## config.mk

```make
export PLATFORM = sky130hd
export DESIGN_NAME = wdog_win_top
export DESIGN_NICKNAME = d
export VERILOG_FILES = /design/src/rtl/wdog_pkg.sv /design/src/rtl/wdog_mode_reg.sv /design/src/rtl/wdog_counter.sv /design/src/rtl/wdog_status.sv /design/src/rtl/wdog_win_top.sv
export SDC_FILE = /design/constraint.sdc
export NUM_CORES = 1
export LEC_CHECK = 0
export ABC_AREA = 1
export BUFFER_PORTS_ARGS = -buffer_cell sky130_fd_sc_hd__buf_2
export CAP_MARGIN = 20
export CELL_PAD_IN_SITES_DETAIL_PLACEMENT = 1
export CELL_PAD_IN_SITES_GLOBAL_PLACEMENT = 2
export CORE_ASPECT_RATIO = 0.6
export CORE_MARGIN = 2
export CORE_UTILIZATION = 30
export CTS_BUF_LIST = sky130_fd_sc_hd__clkbuf_8 sky130_fd_sc_hd__clkbuf_16
export CTS_CLUSTER_DIAMETER = 50
export CTS_CLUSTER_SIZE = 8
export DETAILED_ROUTE_END_ITERATION = 8
export HOLD_SLACK_MARGIN = 0.1
export PLACE_DENSITY = 0.93
export SLEW_MARGIN = 15
export SYNTH_ARGS = -nofsm -noshare
export SYNTH_HDL_FRONTEND = slang
export SYNTH_SLANG_ARGS = --single-unit
export TNS_END_PERCENT = 5
```

## constraint.sdc

```tcl
create_clock -name clk -period 3.2 [get_ports clk]
set_clock_uncertainty 0.15 [all_clocks]
set_input_delay 0.64 -clock clk [delete_from_list [all_inputs] [get_ports clk]]
set_output_delay 0.64 -clock clk [all_outputs]
set_load 0.05 [all_outputs]
```

## src/rtl/wdog_pkg.sv

```systemverilog
package wdog_pkg;

    localparam int unsigned WD_CNT_W  = 12;
    localparam int unsigned WD_DATA_W = 32;
    localparam logic [7:0]  WD_KEY    = 8'hA5;
    localparam logic [31:0] MODE_RST  = 32'h3FFF2FFF;

    typedef struct packed {
        logic [1:0]          spare;
        logic                idle_halt;
        logic                dbg_halt;
        logic [WD_CNT_W-1:0] delta;
        logic                wd_off;
        logic                scope_proc;
        logic                rst_en;
        logic                fault_ie;
        logic [WD_CNT_W-1:0] reload;
    } mode_t;

    typedef enum logic [1:0] {
        IDX_CTRL = 2'd0,
        IDX_MODE = 2'd1,
        IDX_STAT = 2'd2,
        IDX_NONE = 2'd3
    } reg_idx_e;

    function automatic logic is_restart(input logic [WD_DATA_W-1:0] d);
        return (d[31:24] == WD_KEY) && d[0];
    endfunction

endpackage

```

## src/rtl/wdog_mode_reg.sv

```systemverilog
module wdog_mode_reg
    import wdog_pkg::*;
(
    input  logic                 clk,
    input  logic                 rst,
    input  logic                 wr_en,
    input  logic [WD_DATA_W-1:0] wdata,
    output mode_t                mode,
    output logic                 locked
);

    always_ff @(posedge clk) begin
        if (rst) begin
            mode   <= mode_t'(MODE_RST);
            locked <= 1'b0;
        end else if (wr_en && !locked) begin
            mode   <= mode_t'(wdata);
            locked <= 1'b1;
        end
    end


    mode_lock_chk: assert property (@(posedge clk) disable iff (rst)
        locked |=> ($stable(mode) && locked));

endmodule

```

## src/rtl/wdog_counter.sv

```systemverilog
module wdog_counter
    import wdog_pkg::*;
#(
    parameter int unsigned CNT_W = WD_CNT_W
) (
    input  logic             clk,
    input  logic             rst,
    input  logic             tick,
    input  logic             restart,
    input  logic [CNT_W-1:0] reload,
    input  logic [CNT_W-1:0] delta,
    input  logic             wd_off,
    input  logic             idle_halt,
    input  logic             dbg_halt,
    input  logic             idle_in,
    input  logic             dbg_in,
    output logic             uf_evt,
    output logic             win_evt
);

    localparam logic [CNT_W-1:0] CNT_TOP = {CNT_W{1'b1}};

    logic [CNT_W-1:0] cnt;
    logic             run;
    logic             restart_ok;

    always_comb begin
        run        = !wd_off && !(idle_halt && idle_in) && !(dbg_halt && dbg_in);
        restart_ok = restart && !wd_off;
        win_evt    = restart_ok && (cnt > delta);
        uf_evt     = !restart_ok && run && tick && (cnt == '0);
    end

    always_ff @(posedge clk) begin
        if (rst) begin
            cnt <= CNT_TOP;
        end else if (restart_ok) begin
            cnt <= reload;
        end else if (run && tick) begin
            cnt <= (cnt == '0) ? reload : cnt - 1'b1;
        end
    end


    reload_chk: assert property (@(posedge clk) disable iff (rst)
        restart_ok |=> (cnt == $past(reload)));


    freeze_chk: assert property (@(posedge clk) disable iff (rst)
        (!restart_ok && !run) |=> $stable(cnt));


    step_chk: assert property (@(posedge clk) disable iff (rst)
        (!restart_ok && run && tick && cnt != '0) |=> (cnt == $past(cnt) - 1'b1));

endmodule

```

## src/rtl/wdog_status.sv

```systemverilog
module wdog_status (
    input  logic       clk,
    input  logic       rst,
    input  logic       uf_evt,
    input  logic       win_evt,
    input  logic       rd_clr,
    input  logic       fault_ie,
    input  logic       rst_en,
    input  logic       scope_proc,
    output logic [1:0] flags,
    output logic       irq,
    output logic       rst_proc,
    output logic       rst_sys
);

    logic fault;

    always_ff @(posedge clk) begin
        if (rst) flags <= 2'b00;
        else     flags <= (flags & {2{!rd_clr}}) | {win_evt, uf_evt};
    end

    always_comb begin
        fault    = |flags;
        irq      = fault && fault_ie;
        rst_proc = fault && rst_en && scope_proc;
        rst_sys  = fault && rst_en && !scope_proc;
    end


    uf_flag_chk: assert property (@(posedge clk) disable iff (rst)
        uf_evt |=> flags[0]);


    win_flag_chk: assert property (@(posedge clk) disable iff (rst)
        win_evt |=> flags[1]);


    clear_chk: assert property (@(posedge clk) disable iff (rst)
        (rd_clr && !uf_evt && !win_evt) |=> (flags == 2'b00));


    sticky_chk: assert property (@(posedge clk) disable iff (rst)
        (!rd_clr && flags != 2'b00) |=> ((flags & $past(flags)) == $past(flags)));

endmodule

```

## src/rtl/wdog_win_top.sv

```systemverilog
module wdog_win_top
    import wdog_pkg::*;
#(
    parameter int unsigned DATA_W = WD_DATA_W
) (
    input  logic              clk,
    input  logic              rst,
    input  logic              tick_i,
    input  logic              bus_sel_i,
    input  logic              bus_we_i,
    input  logic [1:0]        bus_idx_i,
    input  logic [DATA_W-1:0] bus_wdata_i,
    output logic [DATA_W-1:0] bus_rdata_o,
    input  logic              idle_i,
    input  logic              dbg_i,
    output logic              fault_irq_o,
    output logic              rst_proc_o,
    output logic              rst_sys_o
);

    reg_idx_e   idx;
    mode_t      mode;
    logic       locked;
    logic       mode_wr;
    logic       restart;
    logic       rd_clr;
    logic       uf_evt;
    logic       win_evt;
    logic [1:0] flags;

    always_comb begin
        idx     = reg_idx_e'(bus_idx_i);
        mode_wr = bus_sel_i && bus_we_i && (idx == IDX_MODE);
        restart = bus_sel_i && bus_we_i && (idx == IDX_CTRL) && is_restart(bus_wdata_i);
        rd_clr  = bus_sel_i && !bus_we_i && (idx == IDX_STAT);
    end

    wdog_mode_reg u_mode (
        .clk    (clk),
        .rst    (rst),
        .wr_en  (mode_wr),
        .wdata  (bus_wdata_i),
        .mode   (mode),
        .locked (locked)
    );

    wdog_counter #(.CNT_W(WD_CNT_W)) u_cnt (
        .clk       (clk),
        .rst       (rst),
        .tick      (tick_i),
        .restart   (restart),
        .reload    (mode.reload),
        .delta     (mode.delta),
        .wd_off    (mode.wd_off),
        .idle_halt (mode.idle_halt),
        .dbg_halt  (mode.dbg_halt),
        .idle_in   (idle_i),
        .dbg_in    (dbg_i),
        .uf_evt    (uf_evt),
        .win_evt   (win_evt)
    );

    wdog_status u_stat (
        .clk        (clk),
        .rst        (rst),
        .uf_evt     (uf_evt),
        .win_evt    (win_evt),
        .rd_clr     (rd_clr),
        .fault_ie   (mode.fault_ie),
        .rst_en     (mode.rst_en),
        .scope_proc (mode.scope_proc),
        .flags      (flags),
        .irq        (fault_irq_o),
        .rst_proc   (rst_proc_o),
        .rst_sys    (rst_sys_o)
    );

    always_comb begin
        bus_rdata_o = '0;
        if (bus_sel_i && !bus_we_i) begin
            case (idx)
                IDX_MODE: bus_rdata_o = DATA_W'(mode);
                IDX_STAT: bus_rdata_o = {{(DATA_W-2){1'b0}}, flags};
                default:  bus_rdata_o = '0;
            endcase
        end
    end


    off_quiet_chk: assert property (@(posedge clk) disable iff (rst)
        mode.wd_off |-> (!uf_evt && !win_evt));


    one_reset_chk: assert property (@(posedge clk) disable iff (rst)
        $countones({rst_proc_o, rst_sys_o}) <= 1);


    lock_set_chk: assert property (@(posedge clk) disable iff (rst)
        mode_wr |=> locked);

endmodule

```

* Yosys cells after proc, flatten, opt, wreduce, memory -nomap -nowiden
Index checks and enable logic that the tools add are counted.
Storage, ports and cells: bits in writable memories 0, memories kept 0, input bits 41, register bits after elaboration 47, ROM bits 0, bits in latches 0
Cells by class: div/mod/pow operators 0, $mul 0, shift operators 0, reduce and logical (&&, ||, !) cells 34, bitwise logic cells 2, muxes and demuxes 5, magnitude comparators 1, $add $sub $neg 1, eq/ne operators 3
Operators with widths (number):
- $pmux W32 S2 | 1
- $mux W12 | 3
- $mux W32 | 1
- $logic_and A1 B1 Y1 | 22
- $gt A12 B12 Y1 | 1
- $logic_not A12 Y1 | 1
- $sub A12 B1 Y12 const B | 1
- $eq A8 B8 Y1 const B | 1
- $logic_not A1 Y1 | 8
- $and A2 B2 Y2 | 1
- $eq A2 B1 Y1 const B | 1
- $eq A2 B2 Y1 const B | 1
- $logic_not A2 Y1 | 1
- $or A2 B2 Y2 | 1
- $reduce_bool A2 Y1 | 1
- $reduce_or A2 Y1 | 1

* Logic depth before layout (Yosys ltp)
word-level depth 9, mapped depth 11

* Cells and area by module
From an unflattened synthesis, not the netlist that was laid out.
Second synthesis, totals: cell total of the unflattened synthesis 492, area, all modules 3226.8 um^2
By module, submodules not included:
- wdog_mode_reg | cells an instance 157, instances 1, sequential area each 660.6 um^2, area an instance 1320.0 um^2
- wdog_counter | cells an instance 220, instances 1, sequential area each 240.2 um^2, area an instance 1306.3 um^2
- wdog_win_top | cells an instance 99, instances 1, sequential area each 0.0 um^2, area an instance 490.5 um^2
- wdog_status | cells an instance 16, instances 1, sequential area each 40.0 um^2, area an instance 110.1 um^2

* Worst setup path before layout
OpenSTA, ideal clock, no wires.
path kind in2out, from input port bus_idx_i[1], to output port bus_rdata_o[10], arrival time 2.350 ns, path slack 0.060 ns, required time 2.410 ns, cell stages on the path 5, cell sequence inv_1 -> ha_1 -> inv_2 -> buf_1 -> nor3_1
Between the ends: word-level cells in the longest chain between the ends 3, elaborated cells between the ends (all ways) 4, those cells by class eq/ne: 2; mux: 2
Ends and longest elaborated chain:
- start: declaration | line wdog_win_top.sv:11 | input logic [1:0] bus_idx_i,
- $eq A2 B2 Y1 / $eq A2 B1 Y1 (equally long branches) | line wdog_win_top.sv:81 | case (idx)
- $pmux W32 S2 * | line wdog_win_top.sv:81
- $mux W32 * | line wdog_win_top.sv:80 | if (bus_sel_i && !bus_we_i) begin
- end: declaration | line wdog_win_top.sv:13 | output logic [DATA_W-1:0] bus_rdata_o,
Every way passes the cells marked *; elsewhere a longest branch is shown, timed or not.

* Worst setup path in the final report
from input port bus_idx_i[1], to output port bus_rdata_o[15]
The elaborated chain is that of the path after synthesis.

==> impl_results.html <==
<table>
<tr><th>Metric</th><th>Value</th></tr>
<tr><th colspan="2">Floorplanning</th></tr>
<tr><td>Num ports</td><td>between 70 and 80</td></tr>
<tr><td>Area of the die</td><td>roughly 10,000 um2</td></tr>
<tr><td>Effective utilization at floorplan</td><td>0.3102</td></tr>
<tr><td>Total number of placement rows</td><td>27</td></tr>
<tr><td>Die H</td><td>79.50 um</td></tr>
<tr><td>Overall die width</td><td>129.8 um</td></tr>
<tr><td>Area of the placeable core</td><td>9189 um2</td></tr>
<tr><th colspan="2">Clock network</th></tr>
<tr><td>CTS buffer count</td><td>5</td></tr>
<tr><td>Sink Count</td><td>47</td></tr>
<tr><td>Post-CTS resize count</td><td>0</td></tr>
<tr><td>Buffers inserted by post-CTS timing repair</td><td>0</td></tr>
<tr><td>CTS clock-pin slew for the worst setup and hold paths</td><td>0.07 ns</td></tr>
<tr><td>Clk buf depth</td><td>2</td></tr>
<tr><td>Hold_buf cts</td><td>0</td></tr>
<tr><td>Insertion delay of the later-clocked pin in the worst-skew pair</td><td>0.29 ns</td></tr>
<tr><td>CTS tree</td><td>built</td></tr>
<tr><td>CTS HTree Levels</td><td>2</td></tr>
<tr><td>Root cell of the clock tree</td><td>sky130_fd_sc_hd__clkbuf_16</td></tr>
<tr><th colspan="2">Timing</th></tr>
<tr><td>Finish-stage setup viols</td><td>0</td></tr>
<tr><td>Final period utilization</td><td>0.8719</td></tr>
<tr><td>RSZ-0062 raised after global routing</td><td>no</td></tr>
<tr><td>Final Slew Violations</td><td>0</td></tr>
<tr><td>Relative max-transition margin</td><td>0.5424</td></tr>
<tr><td>Shortest clock period the worst path allows after layout</td><td>approximately 2.8 ns</td></tr>
<tr><td>Highest attainable clock frequency</td><td>0.3584 GHz</td></tr>
<tr><td>Worst-Margin Slew</td><td>0.6857 ns</td></tr>
<tr><td>Hold Violations, Final</td><td>0</td></tr>
<tr><td>Final total negative setup slack</td><td>0 ns</td></tr>
<tr><th colspan="2">Final layout</th></tr>
<tr><td>FF/Latch Area</td><td>approximately 940 um2</td></tr>
<tr><td>Share of final-layout standard cells stronger than drive strength 1</td><td>0.2085</td></tr>
<tr><td>Number of antenna cells inserted</td><td>0</td></tr>
<tr><td>Post-route non-filler standard cell count</td><td>624</td></tr>
<tr><td>Fill cell total of the finished layout</td><td>1,223</td></tr>
<tr><td>Multi-input gate area</td><td>1529 um2</td></tr>
<tr><td>Post-synthesis to final-layout area growth</td><td>22.96%</td></tr>
<tr><td>Number of nets in the final layout</td><td>550</td></tr>
<tr><th colspan="2">Routing</th></tr>
<tr><td>Number of optimization iterations in the first detailed-route pass</td><td>4</td></tr>
<tr><td>Overall via count from detail_route</td><td>2,993</td></tr>
<tr><td>1st-iter DRT viols</td><td>120</td></tr>
<tr><td>Ratio of routed vias to standard cells</td><td>4.796</td></tr>
<tr><td>Highest Signal Layer</td><td>met4</td></tr>
<tr><td>DRC violation count after routing</td><td>0</td></tr>
<tr><td>Average routed wire per standard cell</td><td>15.05 um</td></tr>
<tr><td>Metal1 wirelength</td><td>4830 um</td></tr>
<tr><td>Met3 wire len</td><td>395 um</td></tr>
<tr><td>Post-detailed-routing wire length</td><td>9391 um</td></tr>
<tr><td>Detailed-routed wire length on met2</td><td>4087 um</td></tr>
<tr><td>Antenna violation net count after detailed routing</td><td>0</td></tr>
<tr><th colspan="2">Yosys</th></tr>
<tr><td>Area of the mapped netlist</td><td>2850 um2</td></tr>
<tr><td>Avg Synthesized Cell Area</td><td>6.738 um2</td></tr>
<tr><td>Number of flip-flops and latches in the synthesized netlist</td><td>47</td></tr>
<tr><td>Dominant register cell in the synthesized netlist</td><td>sky130_fd_sc_hd__dfxtp_1</td></tr>
<tr><td>Instance count of the mapped netlist</td><td>about 420</td></tr>
<tr><td>Fraction of synthesized cell area in xor and xnor cells</td><td>0.01536</td></tr>
<tr><td>Post-synthesis simple-gate area fraction</td><td>0.2946</td></tr>
<tr><td>Synthesized Nets</td><td>480</td></tr>
<tr><td>Share of flip-flops with an asynchronous set or reset after synthesis</td><td>0</td></tr>
<tr><td>Dominant combinational cell family by area after synthesis</td><td>simple AND/OR/NAND/NOR gates</td></tr>
<tr><td>Sequential cell area fraction in the yosys report</td><td>0.3301</td></tr>
<tr><td>Fraction of the mapped netlist area in compound gates</td><td>0.1563</td></tr>
<tr><td>Number of enable-type register cells in the synthesized netlist</td><td>0</td></tr>
<tr><td>Multiplexer area fraction after synthesis</td><td>0</td></tr>
<tr><td>Synth warnings</td><td>0</td></tr>
<tr><td>Count of unique library cells instantiated by Yosys</td><td>33</td></tr>
<tr><td>Adder-cell share of the synthesized area</td><td>0.07024</td></tr>
<tr><th colspan="2">Global route</th></tr>
<tr><td>Antenna violations before repair</td><td>0</td></tr>
<tr><td>Wire length of the first global-routing pass</td><td>15,010 um</td></tr>
<tr><td>Remaining Overflow, GRT</td><td>0</td></tr>
<tr><td>Number of global-route vias before repair</td><td>3,023</td></tr>
<tr><td>Largest net degree at the start of global routing</td><td>35</td></tr>
<tr><td>Global Route Usage Sum</td><td>0.1850</td></tr>
<tr><th colspan="2">Pwr</th></tr>
<tr><td>Static Leak</td><td>0.001994 uW</td></tr>
<tr><td>Power Density</td><td>439.8 nW/um2</td></tr>
<tr><td>Internal power contribution</td><td>approximately 1100 uW</td></tr>
<tr><td>Overall power of the completed layout</td><td>1541 uW</td></tr>
<tr><td>Sw Ratio</td><td>0.2658</td></tr>
<tr><td>Sequential cell fraction of total power</td><td>0.405</td></tr>
<tr><td>Logic gate share of total power</td><td>0.151</td></tr>
<tr><td>Net switching power figure</td><td>409.6 uW</td></tr>
<tr><td>Share of power burned in the clock network</td><td>0.444</td></tr>
<tr><td>Peak supply drop</td><td>0.0002456 V</td></tr>
<tr><th colspan="2">Placed design</th></tr>
<tr><td>Final Wtd Congestion</td><td>0.8075</td></tr>
<tr><td>Port Buffers</td><td>75</td></tr>
<tr><td>Estimated wirelength of the detail-placed design</td><td>around 7300 um</td></tr>
<tr><td>Count of placed standard cells including taps</td><td>616</td></tr>
<tr><th colspan="2">Worst setup path</th></tr>
<tr><td>Cells along the critical path</td><td>buf_2 &gt; inv_1 &gt; ha_1 &gt; inv_2 &gt; nor3_1 &gt; buf_2</td></tr>
<tr><td>Critical-path top delay cell</td><td>sky130_fd_sc_hd__ha_1</td></tr>
<tr><td>Critical Path Source Type</td><td>input pin</td></tr>
<tr><td>Arrival time of the worst setup path</td><td>2.00 ns</td></tr>
<tr><td>Crit path required time</td><td>2.41 ns</td></tr>
<tr><td>Max FO, Critical Path</td><td>27</td></tr>
<tr><td>Critical path buffer and inverter count</td><td>4</td></tr>
<tr><td>Most common cell type on the critical path</td><td>sky130_fd_sc_hd__buf_2</td></tr>
<tr><td>Critical Path End Type</td><td>output port</td></tr>
<tr><td>Biggest cell delay along the critical path</td><td>0.30 ns</td></tr>
<tr><td>Largest delay share family, worst path</td><td>buffers and inverters</td></tr>
<tr><td>Critical path start-end classification</td><td>in2out</td></tr>
<tr><th colspan="2">Job</th></tr>
<tr><td>Max-cap check violation count</td><td>0</td></tr>
<tr><th colspan="2">Hold path</th></tr>
<tr><td>Class of the worst hold path</td><td>reg2reg</td></tr>
<tr><th colspan="2">Status</th></tr>
<tr><td>Outcome</td><td>finished, final reports clean</td></tr>
</table>
[power groups by stage]
stage,registers (uW),clock network (uW),logic (uW)
2_1_floorplan,632,0,157
3_3_place_gp,637,0,219
3_5_place_dp,638,0,231
4_1_cts,625,691,233
5_1_grt,627,714,262
6_report,625,684,233
[final timing paths]
path	from	endpoint	slack (ns)	cells after the start
setup reg to reg	u_mode.mode[15]$_SDFFE_PP0P_	u_cnt.cnt[9]$_SDFFE_PP1P_	1.22	8
hold / removal	u_mode.locked$_SDFFE_PP0P_	u_mode.locked$_SDFFE_PP0P_	0.33	2
setup / recovery	bus_idx_i[1]	bus_rdata_o[15]	0.41	6
hold reg to reg	u_mode.locked$_SDFFE_PP0P_	u_mode.locked$_SDFFE_PP0P_	0.33	2
[cells in the final DEF, fill, tap and decap left out, drive strengths merged]
cell,n
o211ai,1
nand3b,1
xnor2,1
inv,71
nor2,34
nand2,83
clkinv,1
dfxtp,47
xor2,4
o21ai,44
nand4,4
nand3,27
ha,16
a21oi,42
bufinv,2
and2,1
clkbuf,5
a21o,1
nor3,29
buf,80
[sequential cells by signal, summed over array words and instances, names as in the netlist]
register / flops
u_mode.locked: 1
u_stat.flags: 2
u_mode.mode: 32
u_cnt.cnt: 12
[final cells by class]
| class | instances | share of cell area |
|---|---|---|
| Clock buffer | 5 | 0.03570 |
| Clock inverter | 3 | 0.01821 |
| Inverter | 71 | 0.07712 |
| Multi-Input combinational cell | 288 | 0.4363 |
| Sequential cell | 47 | 0.2685 |
| Tap cell | 130 | 0.04641 |
| Timing Repair Buffer | 80 | 0.1178 |
[per-stage QoR]
| stage | cell area, um2 | util | setup slack [ns] | hold slack, ns |
|---|---|---|---|---|
| finish | 3505 | 0.3814 | 0.4099 | 0.3322 |
| detailed placement | 3316 | 0.3608 | 0.4021 | 0.3225 |
| CTS | 3505 | 0.3814 | 0.3951 | 0.3323 |
| floorplan | 2850 | - | 0.05966 | 0.3011 |
| global placement | 3316 | 0.3608 | 0.5359 | 0.3183 |
| global route | 3505 | 0.3814 | 0.2827 | 0.3650 |
[routing by layer]
metal / vias up / GRT usage
met1: 1420 / 0.2597
li1: 1502 / -
met4: 0 / 0.03656
met3: 8 / 0.03552
met2: 63 / 0.2958
met5: - / 0
[tightest hold or removal path, cell delays in order, from the launching register on]
cell and delay [ns]:
sky130_fd_sc_hd__dfxtp_1 0.30, sky130_fd_sc_hd__inv_1 0.07, sky130_fd_sc_hd__a21oi_1 0.06
[cells in the mapped netlist, types with 2 or more instances]
library cell               number  area, um2
sky130_fd_sc_hd__o21ai_0       38      190.2
sky130_fd_sc_hd__dfxtp_1       47      940.9
sky130_fd_sc_hd__inv_2          2      7.510
sky130_fd_sc_hd__nand3_1       23      115.1
sky130_fd_sc_hd__o21ai_1        6      30.03
sky130_fd_sc_hd__ha_1          16      200.2
sky130_fd_sc_hd__buf_2          2      10.01
sky130_fd_sc_hd__inv_1         67      251.5
sky130_fd_sc_hd__a21oi_1       42      210.2
sky130_fd_sc_hd__nand4_1        4      25.02
sky130_fd_sc_hd__nand3_2        3      30.03
sky130_fd_sc_hd__nand2_4        3      33.78
sky130_fd_sc_hd__nor3_1        29      145.1
sky130_fd_sc_hd__xor2_1         4      35.03
sky130_fd_sc_hd__nand2_1       78      292.8
sky130_fd_sc_hd__nand2_2        2      12.51
sky130_fd_sc_hd__clkbuf_1       8      30.03
sky130_fd_sc_hd__buf_6          4      45.04
sky130_fd_sc_hd__nor2_1        31      116.4
[logic make-up (layout without fill, tap and decap cells)]
kind of cell | Yosys count | after routing
flops | 47 | 47
compound gates | 88 | 88
simple gates | 179 | 179
buf+inv | 88 | 159
xor+xnor | 5 | 5
fa+ha+maj | 16 | 16
Note: power is estimated with default switching activity, not from simulation.
